$ cat src/rtl/dct_pkg.sv
package dct_pkg;
  localparam int CTRL_W   = 16;
  localparam int CODE_W   = 3;
  localparam int MAX_CODE = 4;
  localparam int IE_BIT   = 5;
  localparam int UF_BIT   = 8;
  localparam logic [1:0] ADR_RELOAD = 2'd0;
  localparam logic [1:0] ADR_COUNT  = 2'd1;
  localparam logic [1:0] ADR_CTRL   = 2'd2;
  localparam logic [1:0] ADR_CAPT   = 2'd3;
  localparam logic [CTRL_W-1:0] BASE_MASK = 16'h003F;
  localparam logic [CTRL_W-1:0] CAPT_MASK = 16'h02C0;
endpackage

$ cat src/rtl/dct_prescaler.sv
module dct_prescaler #(
  parameter int CODE_W   = 3,
  parameter int MAX_CODE = 4
) (
  input  logic              clk,
  input  logic              rst_n,
  input  logic              run,
  input  logic [CODE_W-1:0] code,
  input  logic              restart,
  output logic              tick
);
  localparam int PH_W = 2 * MAX_CODE + 2;

  logic [PH_W-1:0] phase_q;
  logic [PH_W-1:0] last_phase;
  logic            code_ok;

  always_comb begin
    code_ok    = int'(code) <= MAX_CODE;
    last_phase = '0;
    if (code_ok)
      last_phase = {PH_W{1'b1}} >> (PH_W - 2 * int'(code) - 2);
  end

  assign tick = run && code_ok && !restart && (phase_q == last_phase);

  always_ff @(posedge clk) begin
    if (!rst_n)                phase_q <= '0;
    else if (restart)          phase_q <= '0;
    else if (run && code_ok)   phase_q <= tick ? '0 : phase_q + PH_W'(1);
  end

  // smallest divisor is four, so ticks never sit on adjacent clocks
  assert_tick_spacing_R3: assert property (@(posedge clk) disable iff (!rst_n)
    tick |=> !tick);
  // the cycle after a restart cannot tick
  assert_restart_quiet_R4: assert property (@(posedge clk) disable iff (!rst_n)
    restart |=> !tick);
endmodule

$ cat src/rtl/dct_counter.sv
module dct_counter #(
  parameter int CNT_W = 32
) (
  input  logic             clk,
  input  logic             rst_n,
  input  logic             tick,
  input  logic             cnt_wr,
  input  logic             rel_wr,
  input  logic             flag_clr,
  input  logic [CNT_W-1:0] wdata,
  output logic [CNT_W-1:0] cnt_q,
  output logic [CNT_W-1:0] reload_q,
  output logic             flag_q
);
  logic underflow;
  assign underflow = tick && !cnt_wr && (cnt_q == '0);

  always_ff @(posedge clk) begin
    if (!rst_n) begin
      cnt_q    <= '1;
      reload_q <= '1;
      flag_q   <= 1'b0;
    end else begin
      if (rel_wr) reload_q <= wdata;
      if (cnt_wr)    cnt_q <= wdata;
      else if (tick) cnt_q <= (cnt_q == '0) ? reload_q : cnt_q - CNT_W'(1);
      if (underflow)     flag_q <= 1'b1;
      else if (flag_clr) flag_q <= 1'b0;
    end
  end

  assert_reload_on_zero_R5: assert property (@(posedge clk) disable iff (!rst_n)
    (tick && !cnt_wr && cnt_q == '0) |=> (flag_q && cnt_q == $past(reload_q)));
  assert_decrement_R5: assert property (@(posedge clk) disable iff (!rst_n)
    (tick && !cnt_wr && cnt_q != '0) |=> (cnt_q == $past(cnt_q) - CNT_W'(1)));
  assert_write_wins_R6: assert property (@(posedge clk) disable iff (!rst_n)
    cnt_wr |=> (cnt_q == $past(wdata)));
  assert_hold_idle_R3: assert property (@(posedge clk) disable iff (!rst_n)
    (!tick && !cnt_wr) |=> $stable(cnt_q));
  assert_set_beats_clear_R7: assert property (@(posedge clk) disable iff (!rst_n)
    (tick && !cnt_wr && cnt_q == '0 && flag_clr) |=> flag_q);
endmodule

$ cat src/rtl/dctimer_channel.sv
module dctimer_channel #(
  parameter int CNT_W       = 32,
  parameter bit HAS_CAPTURE = 1'b1
) (
  input  logic        clk,
  input  logic        rst_n,
  input  logic        run,
  input  logic        bus_wr,
  input  logic [1:0]  bus_addr,
  input  logic [31:0] bus_wdata,
  output logic [31:0] bus_rdata,
  output logic        irq
);
  import dct_pkg::*;

  localparam logic [CTRL_W-1:0] STORE_MASK = HAS_CAPTURE ? (BASE_MASK | CAPT_MASK) : BASE_MASK;

  logic [CTRL_W-1:0] ctrl_q;
  logic [CNT_W-1:0]  cnt_q, reload_q, cap_rd;
  logic              flag_q, tick, ctrl_wr, code_chg, flag_clr;

  assign ctrl_wr  = bus_wr && (bus_addr == ADR_CTRL);
  assign code_chg = ctrl_wr && (bus_wdata[CODE_W-1:0] != ctrl_q[CODE_W-1:0]);
  assign flag_clr = ctrl_wr && !bus_wdata[UF_BIT];

  always_ff @(posedge clk) begin
    if (!rst_n)       ctrl_q <= '0;
    else if (ctrl_wr) ctrl_q <= bus_wdata[CTRL_W-1:0] & STORE_MASK;
  end

  dct_prescaler #(.CODE_W(CODE_W), .MAX_CODE(MAX_CODE)) u_psc (
    .clk(clk), .rst_n(rst_n), .run(run),
    .code(ctrl_q[CODE_W-1:0]), .restart(code_chg), .tick(tick)
  );

  dct_counter #(.CNT_W(CNT_W)) u_cnt (
    .clk(clk), .rst_n(rst_n), .tick(tick),
    .cnt_wr(bus_wr && bus_addr == ADR_COUNT),
    .rel_wr(bus_wr && bus_addr == ADR_RELOAD),
    .flag_clr(flag_clr), .wdata(bus_wdata[CNT_W-1:0]),
    .cnt_q(cnt_q), .reload_q(reload_q), .flag_q(flag_q)
  );

  generate
    if (HAS_CAPTURE) begin : g_capt
      logic [CNT_W-1:0] cap_q;
      always_ff @(posedge clk) begin
        if (!rst_n)                               cap_q <= '0;
        else if (bus_wr && bus_addr == ADR_CAPT)  cap_q <= bus_wdata[CNT_W-1:0];
      end
      assign cap_rd = cap_q;
    end else begin : g_nocapt
      assign cap_rd = '0;
    end
  endgenerate

  always_comb begin
    bus_rdata = '0;
    case (bus_addr)
      ADR_RELOAD: bus_rdata = 32'(reload_q);
      ADR_COUNT:  bus_rdata = 32'(cnt_q);
      ADR_CTRL: begin
        bus_rdata[CTRL_W-1:0] = ctrl_q;
        bus_rdata[UF_BIT]     = flag_q;
      end
      default:    bus_rdata = 32'(cap_rd);
    endcase
  end

  assign irq = flag_q && ctrl_q[IE_BIT];

  assert_resv_zero_R8: assert property (@(posedge clk) disable iff (!rst_n)
    (bus_addr == ADR_CTRL) |-> (bus_rdata[31:10] == '0));
  assert_irq_drop_R9: assert property (@(posedge clk) disable iff (!rst_n)
    (ctrl_wr && !bus_wdata[IE_BIT]) |=> !irq);
  assert_flag_keep_R7: assert property (@(posedge clk) disable iff (!rst_n)
    (ctrl_wr && bus_wdata[UF_BIT] && flag_q) |=> flag_q);
endmodule

$ cat config.mk
export PLATFORM = sky130hd
export DESIGN_NAME = dctimer_channel
export DESIGN_NICKNAME = d
export VERILOG_FILES = /design/src/rtl/dct_pkg.sv /design/src/rtl/dct_prescaler.sv /design/src/rtl/dct_counter.sv /design/src/rtl/dctimer_channel.sv
export SDC_FILE = /design/constraint.sdc
export NUM_CORES = 1
export LEC_CHECK = 0
export ABC_AREA = 1
export CAP_MARGIN = 10
export CORE_MARGIN = 2
export CORE_UTILIZATION = 55
export DETAILED_ROUTE_END_ITERATION = 6
export HOLD_SLACK_MARGIN = 0.02
export PLACE_DENSITY_LB_ADDON = 0.15
export SLEW_MARGIN = 20
export SYNTH_ARGS = -nofsm -noshare
export SYNTH_HDL_FRONTEND = slang
export SYNTH_SLANG_ARGS = --single-unit
$ cat constraint.sdc
create_clock -name clk -period 3.4 [get_ports clk]
set_input_delay 0.68 -clock clk [delete_from_list [all_inputs] [get_ports clk]]
set_output_delay 0.68 -clock clk [all_outputs]
set_load 0.01 [all_outputs]
# == Word-level counts from Yosys, hierarchy flattened ==
# Cells that the tools add are included.
# classes
reduce_logical,20
muxes,9
n_eq_ne,5
add_sub_neg,4
shift,1
order_cmp,1
bitwise,1
# ops
cell,count
$mux W32,3
$pmux W16 S3,2
$logic_not A32 Y1,1
$shr A10 B32 Y10 const A,1
$sub A32 B1 Y32 const B,1
$sub A32 B3 Y32 const B,1
$mux W10,2
$logic_and A1 B1 Y1,12
$add A10 B1 Y10 const B,1
$eq A10 B10 Y1,1
$sub A4 B4 Y5 const A,1
$eq A2 B2 Y1 const B,2
$reduce_bool A2 Y1,2
$le A3 B3 Y1 const B,1
$logic_not A1 Y1,3
$ne A3 B3 Y1,1
$eq A2 B1 Y1 const B,1
$logic_not A2 Y1,1
$mux W1,2
$reduce_or A2 Y1,1
$not A1 Y1,1
# totals
regBits,116
elab_cells,47

# == Longest topological paths before layout ==
# Gate-level depths: netlist of the first run.
# logic_depth
ltp_word,9
mapped_depth,18
mapped_depth_nobuf,17

# == By module ==
# A second synthesis of the first run with hierarchy kept.
# hier_totals
hier_cells,1050
area_unflattened_um2,6950.4
# modules_own_cells
mod,cells_per_inst,n_inst,area_per_inst_um2,seq_area_each_um2
dct_counter,568,1,3991.3,1301.2
dctimer_channel,353,1,2119.5,820.8
dct_prescaler,129,1,839.6,200.2

# == Least setup slack after synthesis of the first run ==
# Ideal clock, no wire load.
# synth_timing
kind,register to register
from,register ctrl_q[1]
to,register u_cnt.cnt_q[26]
required_ns,3.278
synth_period_minus_slack_ns,2.336
slack_ns,1.064
t_arrival_ns,2.214
stages_incl_launch_ff,17
path_buffers,1
cell_sequence,dfxtp_1 > inv_2 > ha_1 > inv_1 > nand2_1 > ha_1 > nor2_1 > nand3_1 > nor2_2 > nand2_1 > nand2_1 > nand2_1 > nor2_2 > nand2_4 > buf_6 > nand3_2 > nand3b_1
# synth_between
elab_chain_len,7
word_cells_on_any_way,13
classes_between,2 x add/sub; 1 x order compare; 2 x eq/ne; 1 x shift; 1 x mux; 6 x reduce/logical
# synth_rtl
element,line,rtl
from (decl),dctimer_channel.sv:18,logic [CTRL_W-1:0] ctrl_q;
from (signal assigned),dctimer_channel.sv:28,else if (ctrl_wr) ctrl_q <= bus_wdata[CTRL_W-1:0] & STORE_MASK;
$sub A4 B4 Y5,dct_prescaler.sv:22,last_phase = {PH_W{1'b1}} >> (PH_W - 2 * int'(code) - 2);
$sub A32 B3 Y32,dct_prescaler.sv:22,
$shr A10 B32 Y10,dct_prescaler.sv:22,
$mux W10,dct_prescaler.sv:21,if (code_ok)
$eq A10 B10 Y1,dct_prescaler.sv:25,assign tick = run && code_ok && !restart && (phase_q == last_phase);
$logic_and A1 B1 Y1 (*),dct_prescaler.sv:25,
$reduce_bool A2 Y1 (no source line) (*),n/a,
to (signal assigned),dct_counter.sv:25,if (cnt_wr) cnt_q <= wdata;
to (signal assigned),dct_counter.sv:26,else if (tick) cnt_q <= (cnt_q == '0) ? reload_q : cnt_q - CNT_W'(1);
to (decl),dct_counter.sv:11,"output logic [CNT_W-1:0] cnt_q,"
# Every way passes the cells marked *; elsewhere a longest branch is shown, timed or not.
# A chain may end at the register's enable or synchronous reset.

# == Worst setup path in the final report of the first run ==
# layout_timing
from,input port bus_addr[1]
to,output port bus_rdata[27]
# layout_between
elab_chain_len,2
word_cells_on_any_way,4
classes_between,2 x eq/ne; 1 x mux; 1 x reduce/logical
# layout_rtl
element,line,rtl
from (decl),dctimer_channel.sv:9,"input logic [1:0] bus_addr,"
$eq A2 B2 Y1 (tied with other cells),dctimer_channel.sv:59,case (bus_addr)
$pmux W16 S3 (*),dctimer_channel.sv:59,
to (decl),dctimer_channel.sv:11,"output logic [31:0] bus_rdata,"
# Marks and branches as above.

==> results of run 1 <==
==> placed cells by master (no fill, tap or decap), types with 2 or more instances in the layout <==
cell             Yosys  layout
nand3b_1            32      32
nor3_1               2       2
nand2_2              1       2
dfxtp_1            116     116
clkbuf_16            0      17
a21oi_1             47      47
o21ai_0             86      86
clkinv_2             0       5
nand3_1             96      95
a221oi_1             5       5
clkbuf_8             0       5
clkinvlp_4           0       2
o22ai_1              5       5
o211ai_1            22      22
o221ai_1            22      22
nor2_2               9      10
inv_2                8       8
xor2_1              17      17
o21bai_1             2       2
ha_1                11      11
bufinv_16            0       2
nand2_1            241     240
nand3_2             32      33
inv_1              109     109
buf_4                2      20
nand4_1              8       8
nor2_4               2       3
nor2_1              98      96
xnor2_1              8       8
buf_12               0       3
clkdlybuf4s50_1      0      68
==> per-layer routing <==
| layer | routed length (um) | vias up |
|---|---|---|
| li1 | - | 3559 |
| met1 | 8680 | 3255 |
| met2 | 8870 | 202 |
| met3 | 1080 | 21 |
| met4 | 216 | 0 |
| met5 | 0 | - |
==> path summary, 6_finish.rpt <==
check	from	endpoint	slack [ps]	depth (start not counted)
setup / recovery	bus_addr[1]	bus_rdata[27]	150	6
hold / removal	cap_rd[0]	cap_rd[0]	450	2
setup reg to reg	ctrl_q[1]	u_cnt.cnt_q[14]	590	17
hold reg to reg	cap_rd[0]	cap_rd[0]	450	2
==> cell usage after synthesis (5+ instances only) <==
library cell | n | share of area
inv_1 | 109 | 0.058
o221ai_1 | 22 | 0.027
nand3_2 | 32 | 0.045
buf_2 | 12 | 0.0085
o211ai_1 | 22 | 0.023
inv_2 | 8 | 0.0043
a221oi_1 | 5 | 0.0062
xor2_1 | 17 | 0.021
xnor2_1 | 8 | 0.0099
nand3_1 | 96 | 0.068
nand2_1 | 241 | 0.13
clkbuf_1 | 34 | 0.018
buf_6 | 6 | 0.0096
nor2_2 | 9 | 0.0080
ha_1 | 11 | 0.020
o21ai_0 | 86 | 0.061
nand4_1 | 8 | 0.0071
a21oi_1 | 47 | 0.033
dfxtp_1 | 116 | 0.33
nand3b_1 | 32 | 0.034
nor2_1 | 98 | 0.052
o22ai_1 | 5 | 0.0044
==> through the flow <==
step                instances  area [um^2]  utilization  power (mW)
global placement         1254         7910        0.629        2.34
CTS                      1286         8510        0.677        4.14
finish                   1286         8510        0.677        4.13
global route             1286         8510        0.677        4.31
floorplan                1046         7060            -        2.07
detailed placement       1254         7910        0.629        2.35
==> sequential cells by signal, summed over array words and instances, names as in the netlist <==
register / flops
cap_rd: 32
ctrl_q: 9
u_cnt.flag_q: 1
u_cnt.cnt_q: 32
u_psc.phase_q: 10
u_cnt.reload_q: 32
==> kinds of logic after synthesis <==
family,after synthesis,synth area share
AND/OR/NAND/NOR,526,0.354
XOR/XNOR,25,0.0310
flip-flops,116,0.329
AO/OA/AOI/OAI,192,0.161
adder cells (fa/ha/maj),12,0.0223
buffers and inverters,175,0.103
==> what timing repair did <==
item                                    in CTS  in global routing
endpoints found under the setup margin       0                  2
endpoints found under the hold margin        0                  0
resized for setup                            0                  2
==> power by group <==
group          internal (mW)  switching [mW]  leakage, nW
Clock                   1.17           0.639        0.295
Sequential              1.46          0.0993        0.952
Combinational          0.341           0.427         2.59
Total                   2.97            1.17         3.84
==> tightest hold or removal path, delay by kind of cell, from the launching register on <==
family                 cells  cell delay, ps
buffers and inverters      1              50
AOI/OAI and AO/OA          1              50
DFF                        1             300
==> layout make-up <==
class	instances	area (um^2)	area share
clock buffer	23	498	0.0585
multi-input combinational	755	4030	0.473
sequential	116	2320	0.273
inverter	118	443	0.0520
tap	172	215	0.0253
clock inverter	9	100	0.0118
timing repair buffer	93	908	0.107
==> results.md, run 1 <==
- Met2 usage: 0.475
- Setup crit end kind: output pin
- Syn_area_per_cell: 6.75 um^2
- Worst path top cell family by delay: buffers and inverters
- Worst-path maximum fanout: 15
- Core Rows: between 40 and 50
- Worst Path Buf+Inv: 4
- Core Area: 0.0126 mm^2
- Post-CTS Setup Inserts: 0
- P&R area growth vs syn: 20.7%
- Static Leak: 3.84 nW
- Port buffer count: 70
- PwrDens: 486 mW/mm^2
- Dpl ws: 118 ps
- CTS tree: built
- Distinct cells, synth: 38
- GRT Util Overall: 0.288
- Die extent in y: between 100 and 150 um
- Syn nets: 1096
- Fmax: 0.308 GHz
- IO Count: between 70 and 80
- RSZ-0062 raised after global routing: no
- #FFs+latches synth: between 100 and 150
- Hpwl dp: around 13000 um
- Final TNS setup: 0 ps
- Clock transition at the registers of the reported paths: 60 ps
- Clk root buf: clkbuf_16
- Nets: 1151
- CTS sink count: 116
- Critical path type: primary input to output pin
- Worst vdd ir: 400 uV
- DR WL/cell: 14.7 um
- Via count: around 7000
- Layer with the highest usage: met2
- Hold_buf cts: 0
- Diode count: 0
- Post-synth top flop: dfxtp_1
- Pre-antenna DRT Iters: 7
- Status: finished, final reports clean
- Period utilization: 0.956
- Post-synth EDFFs: 0
- Fin. Hold Viols: 0
- Total wire length: ~19000 um
- Post-route minimum period: 3250 ps
- Worst EP required: 2720 ps
- Max-slew headroom: 0.552
- Setup WS post-layout: 150 ps
- First-pass GRT wire length: 31200 um
- Clk_lat worst skew: roughly 430 ps
- Die Wd: about 120 um
- Cell Area, Synth: just over 0.007 mm^2
- HP Class: flop to flop
- Initial antenna violation count: 0
- Post-route ant nets: 0
- Htree depth: 4
- Synth Instances: 1046
- Iter 0 DRT Violations: slightly below 600
- DRC viols: 0
- Post-synthesis sequential area ratio: 0.329
- Synth Warn #: 0
- M3 GR Usage: 0.0613
- Die area: between 0.01 and 0.015 mm^2
- Initial core utilization: 0.561
- MaxCap Viol Count: 0
- Largest net degree at the start of global routing: 51
- WP data arrival: 2570 ps
- CP max stage delay: 570 ps
- Slowest stage cell on the critical path: clkdlybuf4s50_1
- Layout cells sized above 1: 0.103
- Residual overflow from global routing: 0
- Endpoints failing setup: 0
- Final Skew: around 9.5 ps
- Max Slew Vio Count: 0
- CP dominant cell by count: clkdlybuf4s50_1
- Grt met1 use: 0.386
- Vias/cell: 5.47
- Max Root-Sink Buffers: 2
- Critical path, cell by cell: clkdlybuf4s50_1, nor2_2, inv_1, buf_4, o221ai_1, clkdlybuf4s50_1
- Vias in the first global route: 6407
- CTS Buf Count: 17
- Routability cong.: 0.980
- Hold Slack: between 400 and 500 ps
- Layout fillers: approximately 1100
- Post-synth ARST share: 0
- Worst-margin pin slew: roughly 670 ps
- CP Launch Type: primary input
Power figures use the tool's default switching activity.
==> run 2: changes to the inputs <==
--- a/config.mk
+++ b/config.mk
@@ -9,10 +9,13 @@
 export CAP_MARGIN = 10
 export CORE_MARGIN = 2
 export CORE_UTILIZATION = 55
+export CTS_BUF_LIST = sky130_fd_sc_hd__clkbuf_16
 export DETAILED_ROUTE_END_ITERATION = 6
 export HOLD_SLACK_MARGIN = 0.02
 export PLACE_DENSITY_LB_ADDON = 0.15
+export SKIP_CTS_REPAIR_TIMING = 1
 export SLEW_MARGIN = 20
 export SYNTH_ARGS = -nofsm -noshare
 export SYNTH_HDL_FRONTEND = slang
 export SYNTH_SLANG_ARGS = --single-unit
+export TNS_END_PERCENT = 30
==> results.md, run 2 (synthesized netlist as in run 1, its figures left out) <==
- CP Launch Type: primary input
- Vias in the first global route: 6365
- Setup WS post-layout: 151 ps
- Fin. Hold Viols: 0
- WP data arrival: 2570 ps
- Max Root-Sink Buffers: 2
- DRC viols: 0
- Endpoints failing setup: 0
- Pre-antenna DRT Iters: 5
- Residual overflow from global routing: 0
- Status: finished, final reports clean
- Clk_lat worst skew: 430 ps
- Largest net degree at the start of global routing: 51
- Commonest non-fill, non-tap cell in the layout: nand2_1
- Static Leak: 3.82 nW
- Port buffer count: 70
- First-pass GRT wire length: 31100 um
- Htree depth: 4
- Fmax: between 0.3 and 0.4 GHz
- Final TNS setup: 0 ps
- PwrDens: roughly 470 mW/mm^2
- Nets: approximately 1200
- Worst vdd ir: approximately 430 uV
- Post-route minimum period: 3250 ps
- Die extent in y: between 100 and 150 um
- CTS sink count: 116
- CTS Buf Count: 17
- Max-slew headroom: 0.532
- CTS tree: built
- Hpwl dp: 13300 um
- Routability cong.: 0.980
- Max Slew Vio Count: 0
- P&R area growth vs syn: 20.0%
- Layout cells sized above 1: 0.0987
- Total wire length: 18900 um
- Core Rows: 41
- Diode count: 0
- Most frequent cells in the layout: nand2_1 (240), dfxtp_1 (116), inv_1 (110)
- Clock transition at the registers of the reported paths: 50 ps
- Die Wd: 117 um
- Iter 0 DRT Violations: between 600 and 700
- Period utilization: 0.956
- Via count: 7084
- Final cell count without fillers: roughly 1300
- Die area: 0.0137 mm^2
- GRT Util Overall: 0.288
- IO Count: 71
- Clk root buf: clkbuf_16
- Setup crit end kind: output pin
- Layout fillers: between 1000 and 1500
- HP Class: flop to flop
- Dpl ws: between 100 and 150 ps
- Worst-margin pin slew: 700 ps
- Worst-path maximum fanout: 15
- Post-route ant nets: 0
- DR WL/cell: 14.7 um
- RSZ-0062 raised after global routing: no
- Critical path type: primary input to output pin
- Vias/cell: 5.51
- Initial antenna violation count: 0
- Worst EP required: 2720 ps
- MaxCap Viol Count: 0
- Final Skew: 9.96 ps
- Core Area: 0.0126 mm^2
- Overall Power: 4.02 mW
- Initial core utilization: 0.561
- Placed Cells: 1254
run 2: cell type report:
type / count / area, um^2 / area share
sequential: 116 / 2320 / 0.274
clock inverter: 15 / 123 / 0.0145
timing repair buffer: 93 / 908 / 0.107
tap: 172 / 215 / 0.0254
inverter: 118 / 443 / 0.0523
multi-input combinational: 755 / 4030 / 0.476
clock buffer: 17 / 425 / 0.0503
run 2: per-stage QoR:
stage | util | area, um^2 | hold slack (ps)
after floorplan | - | 7060 | 425
after global placement | 0.629 | 7910 | 435
after detailed placement | 0.629 | 7910 | 439
after CTS | 0.673 | 8460 | 447
after global routing | 0.673 | 8460 | 472
final | 0.673 | 8460 | 445
run 2: worst max-delay path, stage by stage:
cell and delay [ps]:
clkdlybuf4s50_1 620, nor2_2 80, inv_1 220, buf_4 300, o221ai_1 150, clkdlybuf4s50_1 500
run 2: routing by layer:
| metal | up-vias | GRT usage | share of wire |
|---|---|---|---|
| met1 | 3275 | 0.387 | 0.47 |
| met2 | 216 | 0.474 | 0.47 |
| met3 | 23 | 0.0618 | 0.056 |
| li1 | 3570 | - | - |
| met4 | 0 | 0.0682 | 0.011 |
| met5 | - | 0 | 0 |
run 2: power breakdown:
group	leakage (nW)	internal, mW	total, mW	switching, mW
Clock	0.271	1.05	1.69	0.637
Sequential	0.952	1.46	1.56	0.0995
Combinational	2.59	0.341	0.768	0.427
run 2: final timing paths:
path	endpoint	start	cells past startpoint	slack [ps]
worst max-delay path	bus_rdata[27]	bus_addr[1]	6	150
worst min-delay path	cap_rd[0]	cap_rd[0]	2	450
worst max register to register	u_cnt.cnt_q[14]	ctrl_q[1]	17	590
worst min register to register	cap_rd[0]	cap_rd[0]	2	450
==> run 3: changes to the inputs <==
--- a/config.mk
+++ b/config.mk
@@ -7,9 +7,8 @@
 export LEC_CHECK = 0
 export ABC_AREA = 1
 export CAP_MARGIN = 10
-export CORE_MARGIN = 2
+export CORE_MARGIN = 4
 export CORE_UTILIZATION = 55
-export CTS_BUF_LIST = sky130_fd_sc_hd__clkbuf_16
 export DETAILED_ROUTE_END_ITERATION = 6
 export HOLD_SLACK_MARGIN = 0.02
 export PLACE_DENSITY_LB_ADDON = 0.15
==> constraint.sdc (replaced) <==
create_clock -name clk -period 3.67 [get_ports clk]
set_input_delay 0.734 -clock clk [delete_from_list [all_inputs] [get_ports clk]]
set_output_delay 0.734 -clock clk [all_outputs]
set_load 0.01 [all_outputs]
==> results.md, run 3 (synthesized netlist as in run 1, its figures left out) <==
- IO Count: 71
- Core Rows: 41
- Multi-input logic area: 0.00402 mm^2
- HP Class: flop to flop
- Max Root-Sink Buffers: 2
- Die extent in y: around 120 um
- Worst-margin pin slew: 711 ps
- Core Area: 0.0126 mm^2
- Final cell count without fillers: 1279
- Worst Setup SP: bus_addr[0]
- Met2 usage: 0.444
- Post-route minimum period: ~3500 ps
- P&R area growth vs syn: 18.8%
- Vias/cell: 5.49
- Clk root buf: clkbuf_16
- Period utilization: 0.948
- M3 GR Usage: 0.0517
- Clk_lat worst skew: 430 ps
- Diode count: 0
- Die Wd: 121 um
- First-pass GRT wire length: approximately 33000 um
- Clock transition at the registers of the reported paths: 50 ps
- Post-route ant nets: 0
- Final Skew: 10.4 ps
- Vias in the first global route: around 6700
- Layout fillers: 1139
- Port buffer count: 70
- GRT Util Overall: 0.277
- Grt met1 use: 0.370
- Worst EP required: 2940 ps
- Status: finished, final reports clean
- Layout cells sized above 1: 0.0939
- Hold Slack: 444 ps
- Nets: 1146
- Commonest non-fill, non-tap cell in the layout: nand2_1
- Critical path type: primary input to output pin
- Via count: 7024
- WP data arrival: 2740 ps
- Hold_sp: cap_rd[3]
- CP dominant cell by count: clkdlybuf4s50_1
- RR Startpoint: ctrl_q[1]
- Most frequent cells in the layout: nand2_1 (240), dfxtp_1 (116), inv_1 (109)
- Final TNS setup: 0 ps
- Residual overflow from global routing: 0
- Largest net degree at the start of global routing: 69
- Hpwl dp: 13500 um
- Max Slew Vio Count: 0
- DRC viols: 0
- PwrDens: 436 mW/mm^2
- Initial core utilization: 0.561
- CP Launch Type: primary input
- Htree depth: 4
- MaxCap Viol Count: 0
- CTS Buf Count: 17
- Max-slew headroom: 0.526
- Critical path, cell by cell: clkdlybuf4s50_1, inv_2, nor2_2, inv_1, buf_4, o221ai_1, clkdlybuf4s50_1
- Fmax: 0.288 GHz
- Static Leak: between 3 and 4 nW
- Worst vdd ir: between 400 and 500 uV
- Layer with the highest usage: met2
- Register area: 0.00232 mm^2
- Pre-antenna DRT Iters: 6
- Total wire length: 19200 um
- RSZ-0062 raised after global routing: no
- CTS tree: built
- Worst-path maximum fanout: 13
- DR WL/cell: 15.0 um
- Endpoints failing setup: 0
- Die area: around 0.015 mm^2
- Fin. Hold Viols: 0
- Slowest stage cell on the critical path: clkdlybuf4s50_1
- Placed Cells: between 1000 and 1500
- Iter 0 DRT Violations: 739
- Routability cong.: about 0.95
- CTS sink count: 116
- Setup crit end kind: output pin
- Initial antenna violation count: 0
- CP max stage delay: 580 ps
run 3: cell types whose count changed in the layout (fill, tap and decap cells not counted), sizes merged:
cell	previous run	this run
clkbuf	17	24
buf	24	19
clkinv	11	6
clkinvlp	2	0
bufinv	2	1
clkdlybuf4s50	68	69
dlymetal6s2s	1	0
inv	118	117
run 3: layer usage:
layer  up-vias  wire length, um
met1      3223             8690
li1       3567                -
met5         -                0
met2       202             8950
met3        32             1120
met4         0              484
run 3: path summary, 6_finish.rpt:
kind	end	slack, ps	cells past startpoint
max	bus_rdata[30]	190	7
min	cap_rd[3]	440	2
max reg2reg	u_psc.phase_q[4]	780	16
min reg2reg	cap_rd[3]	440	2
run 3: stage by stage:
| step | worst slack, ps | util | power, mW | area, um^2 |
|---|---|---|---|---|
| 2_1_floorplan | 1330 | - | 1.92 | 7060 |
| 3_3_place_gp | 256 | 0.625 | 2.16 | 7860 |
| 3_5_place_dp | 208 | 0.625 | 2.17 | 7860 |
| 4_1_cts | 196 | 0.667 | 3.67 | 8380 |
| 5_1_grt | 32.6 | 0.667 | 3.83 | 8380 |
| 6_report | 192 | 0.667 | 3.66 | 8380 |
run 3: power by group:
| part | internal [mW] | total [mW] | switching (mW) |
|---|---|---|---|
| registers | 1.35 | 1.45 | 0.0925 |
| clock network | 0.949 | 1.51 | 0.557 |
| logic | 0.309 | 0.707 | 0.397 |
run 3: area by class of cell:
class / count / share of cell area
clock buffers: 24 / 0.0563
clock inverters: 6 / 0.00657
multi-input cells: 755 / 0.480
repair buffers: 88 / 0.102
well taps: 172 / 0.0257
flip-flops and latches: 116 / 0.277
inverters: 118 / 0.0528
run 3: worst max-delay path: cells and delay by family:
kind | cells | cell delay (ps)
buffers and inverters | 5 | 1710
AO/OA/AOI/OAI | 1 | 200
AND/OR/NAND/NOR | 1 | 90
